**config.mk**
```make
export PLATFORM = sky130hd
export DESIGN_NAME = seg_dac_splitter
export DESIGN_NICKNAME = d
export VERILOG_FILES = /design/src/rtl/seg_split_pkg.sv /design/src/rtl/seg_code_former.sv /design/src/rtl/seg_router.sv /design/src/rtl/seg_out_reg.sv /design/src/rtl/seg_dac_splitter.sv
export SDC_FILE = /design/constraint.sdc
export NUM_CORES = 1
export LEC_CHECK = 0
export BUFFER_PORTS_ARGS = -buffer_cell sky130_fd_sc_hd__buf_4
export CAP_MARGIN = 15
export CORE_MARGIN = 4
export CORE_UTILIZATION = 40
export DETAILED_ROUTE_END_ITERATION = 7
export GPL_TIMING_DRIVEN = 0
export PLACE_DENSITY = 0.65
export SLEW_MARGIN = 5
export SYNTH_ARGS = -nofsm -noshare
export SYNTH_HDL_FRONTEND = slang
export SYNTH_SLANG_ARGS = --single-unit
```
**constraint.sdc**
```tcl
create_clock -name clk -period 4.5 [get_ports clk]
set_input_delay 0.45 -clock clk [delete_from_list [all_inputs] [get_ports clk]]
set_output_delay 0.45 -clock clk [all_outputs]
set_load 0.02 [all_outputs]
```
**src/rtl/seg_split_pkg.sv**
```systemverilog
package seg_split_pkg;
  localparam int SEG_W = 16;

  typedef enum logic {
    MODE_PADDED = 1'b0,
    MODE_FULL   = 1'b1
  } seg_mode_e;
endpackage

```
**src/rtl/seg_code_former.sv**
```systemverilog
module seg_code_former
  import seg_split_pkg::*;
#(
  parameter int W = SEG_W
) (
  input  logic         mode_full,
  input  logic [W:0]   sample,
  input  logic         ext_lsb,
  output logic         sel,
  output logic [W-1:0] payload
);
  localparam int DW = W - 1;

  function automatic logic fill_bit(input logic [DW-1:0] d, input logic ext);
    if (&d)      return 1'b1;
    else if (|d) return ext;
    else         return 1'b0;
  endfunction

  seg_mode_e mode;
  assign mode = seg_mode_e'(mode_full);

  always_comb begin
    if (mode == MODE_FULL) begin
      sel     = sample[W];
      payload = sample[W-1:0];
    end else begin
      sel     = sample[W-1];
      payload = {sample[DW-1:0], fill_bit(sample[DW-1:0], ext_lsb)};
    end
  end
endmodule

```
**src/rtl/seg_router.sv**
```systemverilog
module seg_router
  import seg_split_pkg::*;
#(
  parameter int W = SEG_W
) (
  input  logic         sel,
  input  logic [W-1:0] payload,
  output logic [W-1:0] lo_d,
  output logic [W-1:0] hi_d
);
  function automatic logic [W-1:0] sat_inc(input logic [W-1:0] v);
    if (&v) return v;
    else    return v + 1'b1;
  endfunction

  always_comb begin
    if (sel) begin
      lo_d = '1;
      hi_d = sat_inc(payload);
    end else begin
      lo_d = payload;
      hi_d = '0;
    end
  end
endmodule

```
**src/rtl/seg_out_reg.sv**
```systemverilog
module seg_out_reg
  import seg_split_pkg::*;
#(
  parameter int W = SEG_W
) (
  input  logic         clk,
  input  logic         rst_n,
  input  logic         strobe,
  input  logic [W-1:0] lo_d,
  input  logic [W-1:0] hi_d,
  output logic [W-1:0] lo_q,
  output logic [W-1:0] hi_q,
  output logic         valid_q
);
  always_ff @(posedge clk) begin
    if (!rst_n) begin
      lo_q    <= '0;
      hi_q    <= '0;
      valid_q <= 1'b0;
    end else begin
      valid_q <= strobe;
      if (strobe) begin
        lo_q <= lo_d;
        hi_q <= hi_d;
      end
    end
  end

  assert_valid_tracks_R2: assert property (@(posedge clk) disable iff (!rst_n)
    strobe |=> valid_q);
  assert_hold_R2: assert property (@(posedge clk) disable iff (!rst_n)
    !strobe |=> (!valid_q && $stable(lo_q) && $stable(hi_q)));
endmodule

```
**src/rtl/seg_dac_splitter.sv**
```systemverilog
module seg_dac_splitter
  import seg_split_pkg::*;
#(
  parameter int W = SEG_W
) (
  input  logic         clk,
  input  logic         rst_n,
  input  logic         in_valid,
  input  logic         mode_full,
  input  logic [W:0]   sample_in,
  input  logic         ext_lsb,
  output logic [W-1:0] lo_word,
  output logic [W-1:0] hi_word,
  output logic         out_valid
);
  localparam int DW = W - 1;

  logic         upper_active;
  logic [W-1:0] payload;
  logic [W-1:0] lo_d;
  logic [W-1:0] hi_d;

  seg_code_former #(.W(W)) u_former (
    .mode_full (mode_full),
    .sample    (sample_in),
    .ext_lsb   (ext_lsb),
    .sel       (upper_active),
    .payload   (payload)
  );

  seg_router #(.W(W)) u_router (
    .sel     (upper_active),
    .payload (payload),
    .lo_d    (lo_d),
    .hi_d    (hi_d)
  );

  seg_out_reg #(.W(W)) u_oreg (
    .clk     (clk),
    .rst_n   (rst_n),
    .strobe  (in_valid),
    .lo_d    (lo_d),
    .hi_d    (hi_d),
    .lo_q    (lo_word),
    .hi_q    (hi_word),
    .valid_q (out_valid)
  );

  // The idle segment is parked at its boundary value.
  assert_lower_idle_R3: assert property (@(posedge clk) disable iff (!rst_n)
    (in_valid && !upper_active) |=> (hi_word == '0));
  assert_upper_parks_lower_R4: assert property (@(posedge clk) disable iff (!rst_n)
    (in_valid && upper_active) |=> (lo_word == '1));
  // The upper word carries the extra LSB, so it can never read zero.
  assert_upper_nonzero_R8: assert property (@(posedge clk) disable iff (!rst_n)
    (in_valid && upper_active) |=> (hi_word != '0));
  // A uniform data field fixes the fill bit.
  assert_fill_ones_R7: assert property (@(posedge clk) disable iff (!rst_n)
    (in_valid && !mode_full && (&sample_in[DW-1:0])) |=> (lo_word[0] && (hi_word[0] || hi_word == '0)));
  assert_fill_zeros_R7: assert property (@(posedge clk) disable iff (!rst_n)
    (in_valid && !mode_full && !sample_in[W-1] && (sample_in[DW-1:0] == '0)) |=> (lo_word == '0));
endmodule

```
==> results of run 1 <==
[routing by layer]
layer / track usage [%] / wire length (um) / vias up
met5: 0 / 0 / -
li1: - / - / 886
met1: 25.1 / 2360 / 807
met2: 28.8 / 2240 / 52
met4: 6.44 / 63 / 0
met3: 2.84 / 231 / 7
[stage by stage]
| step | cells | utilization [%] |
|---|---|---|
| 2_1_floorplan | 211 | - |
| 3_3_place_gp | 314 | 53.5 |
| 3_5_place_dp | 314 | 53.5 |
| 4_1_cts | 321 | 55.6 |
| 5_1_grt | 321 | 55.6 |
| 6_report | 321 | 55.6 |
[cell usage in the layout, fill, tap and decap left out, types with 3 or more instances in the layout]
cell type | Yosys | routed
buf_4 | 1 | 54
dfxtp_1 | 33 | 33
a21boi_0 | 5 | 5
nor4_1 | 4 | 4
mux2i_1 | 12 | 12
clkbuf_1 | 8 | 9
nor2b_1 | 4 | 4
xnor2_1 | 7 | 7
nand2_1 | 19 | 19
a21oi_1 | 24 | 24
xor2_1 | 5 | 5
clkbuf_8 | 0 | 6
o21ai_0 | 19 | 19
nand4_1 | 4 | 4
inv_1 | 3 | 3
nand3_1 | 8 | 8
and2_1 | 4 | 4
nor2_1 | 5 | 5
nor3_1 | 4 | 4
o21ai_1 | 16 | 16
[worst paths after layout]
| check | start | to | slack (ns) | cells past startpoint |
|---|---|---|---|---|
| worst max-delay path | mode_full | u_oreg.hi_q[5] | 1.50 | 13 |
| worst min-delay path | u_oreg.hi_q[9] | u_oreg.hi_q[9] | 0.44 | 2 |
| worst max register to register | u_oreg.hi_q[13] | u_oreg.hi_q[13] | 3.84 | 1 |
| worst min register to register | u_oreg.hi_q[9] | u_oreg.hi_q[9] | 0.44 | 2 |
[power breakdown]
part           internal (uW)  switching (uW)
registers                312            8.96
logic                   66.2            94.7
clock network            121             105
total                    499             209
[registers in the layout (all words and copies together), names as in the netlist]
| name | flops |
|---|---|
| u_oreg.hi_q | 16 |
| u_oreg.lo_q | 16 |
| u_oreg.valid_q | 1 |
[cells in the mapped netlist (2+ instances only)]
cell	instances
dfxtp_1	33
a21oi_1	24
nand2_1	19
o21ai_0	19
o21ai_1	16
mux2i_1	12
clkbuf_1	8
nand3_1	8
xnor2_1	7
a21boi_0	5
nor2_1	5
xor2_1	5
and2_1	4
nand4_1	4
nor2b_1	4
nor3_1	4
nor4_1	4
inv_1	3
a211o_1	2
buf_6	2
nor4b_1	2
o31ai_1	2
[cell families (layout without fill, tap and decap cells)]
family | count (synthesis) | in the layout
AOI/OAI and AO/OA | 73 | 73
and+or+nand+nor | 64 | 64
DFF | 33 | 33
buffers and inverters | 16 | 76
xor gates and xnor gates | 12 | 12
muxes | 12 | 12
adders and majority gates | 1 | 1
[area by class of cell]
type,count,area (um2)
fillers,399,1830
multi-input cells,162,1000
flip-flops and latches,33,661
repair buffers,53,398
clock buffers,7,86.3
plain buffers,12,65.1
well taps,50,62.6
inverters,4,15.0
==> results by group, run 1 <==
Critical path
  • Crit path max fanout: 10
  • Worst setup EP type: flop
  • Worst path arrival time: 3.16 ns
  • Crit-path cells: buf_4 > buf_6 > mux2i_1 > o31ai_1 > nand3_1 > inv_1 > ha_1 > and4_1 > a41oi_1 > or4_4 > nor4b_1 > xor2_1 > o21ai_1
  • Req. time, crit path: 4.66 ns
  • CP delay by family, top: simple AND/OR/NAND/NOR gates
  • Critical path buffers and inverters: 3
  • Critical path type: input pin to flop
  • CP peak stage delay: 0.33 ns
  • Startpoint types: input pin
  • CP max stage cell: a41oi_1

GRT
  • First-pass GRT wire length: 7670 um
  • Initial antenna violation count: 0
  • Largest net degree at the start of global routing: 11
  • Overflow after GRT: 0
  • Vias in the first global route: 1,638
  • GRT Overall Usage: 18.2%

Layout
  • Ant diodes: 0
  • Area Growth Syn to Fin: 31.4%
  • Share of layout cells above drive strength 1: 25.1%
  • Final instance area: 2290 um2
  • Nets: 294

Synth
  • Synth area leader: dfxtp_1
  • Synth top area cells: dfxtp_1 (38%), a21oi_1 (6.9%), mux2i_1 (6.9%), o21ai_0 (5.5%), o21ai_1 (4.6%)
  • Syn nets: 234
  • Simple-gate share of the synthesized area: 20.1%
  • Seq/Total Area, Yosys: 38.0%
  • Yosys top cell area share: 38.0%
  • Async SR Flop Fraction: 0%
  • Largest family of logic cells by synthesized area: compound AO/OA/AOI/OAI gates
  • Syn Area/Cell: 8.25 um2
  • Synth Area in Adders: 0.719%
  • Netlist Area Pre-Place: 1740 um2
  • Syn Inst Count: 211
  • Seq cells post-synth: 33
  • Synth Area in XOR/XNOR: 6.04%
  • Top FF cell, synth: dfxtp_1
  • Yosys warnings: 0
  • Multiplexer share of the synthesized area: 6.90%
  • Post-synth EDFFs: 0
  • Post-synthesis cell type count: 41
  • Synth Area in Compound Gates: 23.7%

Timing
  • Max Slew Vio Count: 0
  • Setup TNS Final: 0 ns
  • Crit share post-route: 66.8%
  • RSZ-0062 raised after global routing: no
  • Final setup fails: 0
  • Fmax: 0.333 GHz
  • Slew Limit Headroom: 55.9%
  • Final Hold Viols: 0
  • Clock skew: 0 ns
  • Worst Tran Pin Value: 0.656 ns
  • Final Critical Period: 3.00 ns
  • PnR worst setup slack: 1.50 ns
  • Hold slack final: 0.443 ns

Status
  • Status: completed

CTS
  • Reg clk slew, reported paths: 0.07 ns
  • Post-cts resize count: 0
  • TritonCTS buffer count: 5
  • Post CTS Setup Buffer Count: 0
  • CTS sink count: 33
  • Root Buffer: clkbuf_8
  • TritonCTS clock tree: built
  • Worst skew pair latency: 0.28 ns
  • H-tree levels: 2
  • Clock buffer depth: 2
  • Post-CTS Hold Buffers: 0

Pwr
  • LEAKAGE: 0.000965 uW
  • PD cells: 309 nW/um2
  • Pwr Total: 708 uW
  • Peak supply drop: 138 uV

Worst hold path
  • Hold/Removal Path Class: flop to flop

Floorplanning
  • Core Box Area: 4120 um2
  • Die Wd: 74.0 um
  • Ports: 55
  • Full die area: 5470 um2
  • Initial core utilization: 42.3%
  • Rows: 23
  • Die Ht: 74.0 um

Place
  • Detailed placer's ending HPWL: 3900 um
  • Setup WS pre-CTS: 1.23 ns
  • # port buffers: 53
  • Routability cong.: 0.910
  • Cell Area, Placed: 2200 um2

Flow run
  • Max-Cap Viols: 0

Routing
  • Routed vias: 1,752
  • Initial drt markers: 57
  • Antenna Nets Post-Route: 0
  • Wire per inst: 15.3 um
  • WL final: 4900 um
  • DRC errors left: 0
  • Via density per instance: 5.46
  • DRT Pass-1 Iters: 4
No activity file was read; power rests on OpenSTA's default activity.
==> run 2, diff against run 1 <==
--- a/config.mk
+++ b/config.mk
@@ -5,13 +5,13 @@
 export SDC_FILE = /design/constraint.sdc
 export NUM_CORES = 1
 export LEC_CHECK = 0
+export ABC_AREA = 1
 export BUFFER_PORTS_ARGS = -buffer_cell sky130_fd_sc_hd__buf_4
 export CAP_MARGIN = 15
 export CORE_MARGIN = 4
 export CORE_UTILIZATION = 40
 export DETAILED_ROUTE_END_ITERATION = 7
 export GPL_TIMING_DRIVEN = 0
-export PLACE_DENSITY = 0.65
 export SLEW_MARGIN = 5
 export SYNTH_ARGS = -nofsm -noshare
 export SYNTH_HDL_FRONTEND = slang
==> constraint.sdc (replaced) <==
create_clock -name clk -period 3.1 [get_ports clk]
set_input_delay 0.31 -clock clk [delete_from_list [all_inputs] [get_ports clk]]
set_output_delay 0.31 -clock clk [all_outputs]
set_load 0.02 [all_outputs]
==> results by group, run 2 <==
Status
  • Status: completed

Synth
  • Post-synth EDFFs: 0
  • Async SR Flop Fraction: 0%
  • Syn Area/Cell: 6.25 um2
  • Post-synthesis cell type count: 27
  • Seq cells post-synth: 33
  • Synth area leader: dfxtp_1
  • Yosys warnings: 0
  • Synth top area cells: dfxtp_1 (32%), nand2_1 (22%), o21ai_0 (6.3%), inv_1 (6.0%), nor2_1 (4.9%)
  • Seq/Total Area, Yosys: 32.2%
  • Syn Inst Count: 328
  • Yosys top cell area share: 32.2%
  • Netlist Area Pre-Place: 2050 um2
  • Most frequent cell after synthesis: nand2_1
  • Syn nets: 351
  • Top FF cell, synth: dfxtp_1
  • Synth cell count leaders: nand2_1 (121), dfxtp_1 (33), inv_1 (33)

CTS
  • Root Buffer: clkbuf_8
  • Clock buffer depth: 2
  • Post-cts resize count: 0
  • TritonCTS clock tree: built
  • Worst skew pair latency: 0.29 ns
  • H-tree levels: 2
  • TritonCTS buffer count: 5
  • Post-CTS Hold Buffers: 0
  • CTS sink count: 33
  • Post CTS Setup Buffer Count: 0
  • Reg clk slew, reported paths: 0.08 ns

Timing
  • Clock skew: 0 ns
  • Worst Tran Pin Value: 0.607 ns
  • Final Critical Period: 2.51 ns
  • RSZ-0062 raised after global routing: no
  • Final Hold Viols: 0
  • Max Slew Vio Count: 0
  • Setup TNS Final: 0 ns
  • Crit share post-route: 80.8%
  • Final setup fails: 0
  • Slew Limit Headroom: 59.4%
  • Fmax: 0.399 GHz

Critical path
  • Reg2Reg Setup Slack: 2.43 ns
  • Crit path max fanout: 10
  • Worst path arrival time: 2.74 ns
  • Startpoint types: input pin
  • Worst setup EP type: flop
  • Req. time, crit path: 3.34 ns
  • Critical path type: input pin to flop

Routing
  • DR WL met3: 389 um
  • WL met2: 2800 um
  • DRT Pass-1 Iters: 4
  • DRC errors left: 0
  • Met1 Wirelength: 2790 um
  • Wire per inst: 13.3 um
  • Routed vias: 2,256
  • Antenna Nets Post-Route: 0
  • WL final: 6050 um
  • Via density per instance: 4.95
  • Top layer in use: met4
  • Initial drt markers: 145

Layout
  • Leading cell type in the layout, fill and taps excluded: nand2_1
  • Registers with the most flip-flops: u_oreg.hi_q: 16 flops, u_oreg.lo_q: 16 flops, u_oreg.valid_q: 1 flops
  • Area Growth Syn to Fin: 29.1%
  • Finished Layout Cells: 456
  • Commonest cells after routing, fill and taps aside: nand2_1 (121), buf_4 (53), inv_1 (33), dfxtp_1 (33), nor2_1 (27)
  • Nets: 411
  • Share of layout cells above drive strength 1: 23.1%
  • Ant diodes: 0

GRT
  • Largest net degree at the start of global routing: 13
  • Overflow after GRT: 0
  • First-pass GRT wire length: 10,200 um
  • GRT Overall Usage: 20.8%
  • Initial antenna violation count: 0
  • Vias in the first global route: 2,061

Floorplanning
  • Initial core utilization: 42.3%
  • Core Box Area: 4850 um2
  • Full die area: 6340 um2
  • Die Wd: 79.6 um
  • Die Ht: 79.6 um
  • Rows: 25
  • Ports: 55

Place
  • # port buffers: 53
  • Routability cong.: 0.889
  • Detailed placer's ending HPWL: 4750 um
  • Placed insts: 448

Pwr
  • PD cells: 438 nW/um2
  • Peak supply drop: 443 uV
  • LEAKAGE: 0.00134 uW

Flow run
  • Max-Cap Viols: 0

Worst hold path
  • Hold/Removal Path Class: input pin to flop
run 2: kinds of logic after synthesis:
kind of cell / Yosys count / synth area share, %
AOI/OAI and AO/OA: 56 / 14.6
buffers and inverters: 48 / 11.8
adders and majority gates: 1 / 0.610
DFF: 33 / 32.2
and+or+nand+nor: 190 / 40.8
run 2: metrics by stage:
stage	setup WS [ns]	power (uW)	hold WS, ns	util (%)	instance area (um2)
2_1_floorplan	0.831	636	0.448	-	2050
3_3_place_gp	0.296	746	0.441	52.2	2530
3_5_place_dp	0.312	747	0.440	52.2	2530
4_1_cts	0.600	1160	0.311	54.6	2650
5_1_grt	0.308	1220	0.320	54.6	2650
6_report	0.594	1160	0.316	54.6	2650
run 2: power breakdown:
part | total, uW | internal, uW | leakage (uW) | switching [uW]
registers | 464 | 451 | 0.000272 | 13.0
logic | 274 | 102 | 0.00101 | 172
clock network | 421 | 241 | 0.0000543 | 180
total | 1160 | 793 | 0.00134 | 365
run 2: final cells by class:
| class | count | area [um2] |
|---|---|---|
| Clock buffer | 5 | 68.8 |
| Fill cell | 511 | 2200 |
| Inverter | 35 | 131 |
| Multi-Input combinational cell | 247 | 1150 |
| Buffer | 13 | 110 |
| Tap cell | 67 | 83.8 |
| Timing Repair Buffer | 53 | 398 |
| Sequential cell | 33 | 661 |
| Clock inverter | 3 | 46.3 |
run 2: layer usage:
layer / track usage, % / vias up
li1: - / 1161
met1: 28.7 / 1025
met2: 32.6 / 63
met3: 3.95 / 7
met4: 6.19 / 0
met5: 0 / -
run 2: path summary, 6_finish.rpt:
path	end	startpoint	depth (start not counted)
max reg2reg	u_oreg.lo_q[13]	u_oreg.lo_q[13]	2
max	u_oreg.hi_q[14]	mode_full	20
min reg2reg	u_oreg.hi_q[0]	u_oreg.hi_q[0]	2
min	u_oreg.lo_q[3]	rst_n	3
run 2: worst max-delay path: stages:
cell and delay, ns:
buf_4 0.12, buf_6 0.13, buf_12 0.14, buf_8 0.13
nor2_1 0.10, nand2_1 0.11, nand2_1 0.15, buf_2 0.24
ha_1 0.28, nand3_1 0.10, nor2_1 0.13, nand2_2 0.13
nor2_4 0.13, nand2_2 0.06, buf_6 0.15, inv_2 0.06
a21oi_1 0.03, o21ai_1 0.11, nand2_1 0.08, nand2_1 0.05
==> run 3, diff against run 2 <==
--- a/config.mk
+++ b/config.mk
@@ -12,6 +12,7 @@
 export CORE_UTILIZATION = 40
 export DETAILED_ROUTE_END_ITERATION = 7
 export GPL_TIMING_DRIVEN = 0
+export PLACE_DENSITY = 0.66
 export SLEW_MARGIN = 5
 export SYNTH_ARGS = -nofsm -noshare
 export SYNTH_HDL_FRONTEND = slang
==> constraint.sdc (replaced) <==
create_clock -name clk -period 2.2 [get_ports clk]
set_input_delay 0.22 -clock clk [delete_from_list [all_inputs] [get_ports clk]]
set_output_delay 0.22 -clock clk [all_outputs]
set_load 0.02 [all_outputs]
==> results by group, run 3 (synthesis results as in run 2) <==
Layout
  • Ant diodes: 0
  • Nets: 417
  • Share of layout cells above drive strength 1: 25.4%
  • Commonest cells after routing, fill and taps aside: nand2_1 (118), buf_4 (59), inv_1 (33), dfxtp_1 (33), nor2_1 (26)
  • Registers with the most flip-flops: u_oreg.hi_q: 16 flops, u_oreg.lo_q: 16 flops, u_oreg.valid_q: 1 flops
  • Leading cell type in the layout, fill and taps excluded: nand2_1
  • Final instance area: 2720 um2
  • Area Growth Syn to Fin: 32.4%
  • Finished Layout Cells: 461

Routing
  • Initial drt markers: 145
  • DRT Pass-1 Iters: 4
  • Via density per instance: 4.95
  • WL final: 6020 um
  • Routed vias: 2,282
  • Wire per inst: 13.1 um
  • Antenna Nets Post-Route: 0
  • DRC errors left: 0

Timing
  • Final Hold Viols: 0
  • PnR worst setup slack: 0.0922 ns
  • Hold slack final: 0.223 ns
  • Crit share post-route: 95.8%
  • Final setup fails: 0
  • Worst Tran Pin Value: 0.615 ns
  • Max Slew Vio Count: 0
  • Final Critical Period: 2.11 ns
  • Clock skew: 0 ns
  • Slew Limit Headroom: 58.9%
  • Fmax: 0.474 GHz

Critical path
  • Worst path arrival time: 2.28 ns
  • Critical path buffers and inverters: 6
  • Req. time, crit path: 2.37 ns
  • Crit path max fanout: 10
  • Crit-path cells: buf_4 > buf_6 > buf_12 > buf_8 > nor2_2 > nand2_2 > nand2_4 > buf_6 > ha_4 > nand3_1 > nor2_1 > nand2_2 > nor2_4 > nand2_2 > buf_6 > nand3_1 > nand2_1 > nand3_1 > nand2_1
  • CP peak stage delay: 0.15 ns
  • CP delay by family, top: simple AND/OR/NAND/NOR gates
  • Critical path type: input pin to flop
  • Startpoint types: input pin
  • Worst setup EP type: flop
  • CP max stage cell: ha_4

GRT
  • Vias in the first global route: 2,075
  • First-pass GRT wire length: 10,000 um
  • Overflow after GRT: 0
  • Initial antenna violation count: 0
  • Met1 usage: 27.5%
  • GRT met3 Usage: 5.53%
  • GRT Overall Usage: 20.4%
  • Largest net degree at the start of global routing: 11
  • Busiest grt layer: met2
  • Met2 usage in global routing: 31.6%

CTS
  • TritonCTS clock tree: built
  • H-tree levels: 2
  • Worst skew pair latency: 0.28 ns
  • Reg clk slew, reported paths: 0.07 ns
  • TritonCTS buffer count: 5
  • Root Buffer: clkbuf_8
  • CTS sink count: 33
  • Post-CTS Hold Buffers: 0
  • Clock buffer depth: 2

Flow run
  • Max-Cap Viols: 0

Floorplanning
  • Full die area: 6340 um2
  • Initial core utilization: 42.3%
  • Ports: 55
  • Die Wd: 79.6 um
  • Die Ht: 79.6 um
  • Rows: 25
  • Core Box Area: 4850 um2

Place
  • # port buffers: 53
  • Routability cong.: 0.950
  • Cell Area, Placed: 2530 um2
  • Placed insts: 448
  • Setup WS pre-CTS: -0.474 ns
  • Detailed placer's ending HPWL: 4610 um

Status
  • Status: completed

Worst hold path
  • Hold/Removal Path Class: input pin to flop

Pwr
  • PD cells: 590 nW/um2
  • Peak supply drop: 445 uV
  • LEAKAGE: 0.00137 uW
  • Pwr Total: 1600 uW
-- run 3: cell count changes in the layout (fill, tap and decap cells not counted), sizes merged --
cell,before,now
clkinvlp,1,0
buf,62,68
-- run 3: what timing repair did --
item	in CTS	in global routing
setup buffers	0	6
setup endpoints to repair	15	15
resized for setup	5	6
pin swaps	0	5
-- run 3: worst register-to-register path, cell delays in order, from the launching register on --
cell     delay (ns)
dfxtp_1        0.32
o21ai_0        0.16
a21oi_1        0.05
-- run 3: final timing paths --
kind | slack, ns | to | depth (start not counted) | from
max | 0.09 | u_oreg.hi_q[4] | 19 | mode_full
min | 0.22 | u_oreg.lo_q[13] | 3 | rst_n
max reg2reg | 1.55 | u_oreg.lo_q[13] | 2 | u_oreg.lo_q[13]
min reg2reg | 0.45 | u_oreg.lo_q[2] | 2 | u_oreg.lo_q[2]
-- run 3: layer usage --
metal | share of wire, % | wire length (um) | vias to the layer above
met5 | 0 | 0 | -
met2 | 46 | 2760 | 64
li1 | - | - | 1172
met4 | 1.6 | 98 | 0
met1 | 45 | 2730 | 1038
met3 | 7.1 | 428 | 8
-- run 3: layout make-up --
| type | instances | area, um2 |
|---|---|---|
| sequential | 33 | 661 |
| clock buffer | 5 | 68.8 |
| clock inverter | 2 | 35.0 |
| inverter | 35 | 131 |
| tap | 67 | 83.8 |
| timing repair buffer | 59 | 443 |
| multi-input combinational | 247 | 1180 |
| buffer | 13 | 116 |
| fill | 529 | 2130 |
-- run 3: stage by stage --
step / util, % / setup TNS, ns
after floorplan: - / 0
after global placement: 52.2 / -5.94
after detailed placement: 52.2 / -5.88
after CTS: 54.8 / 0
after global routing: 56.0 / -0.104
final: 56.0 / 0
-- run 3: power breakdown --
group	internal, uW	total [uW]	switching [uW]
clock network	329	542	213
registers	636	655	18.9
logic	156	404	248
total	1120	1600	480
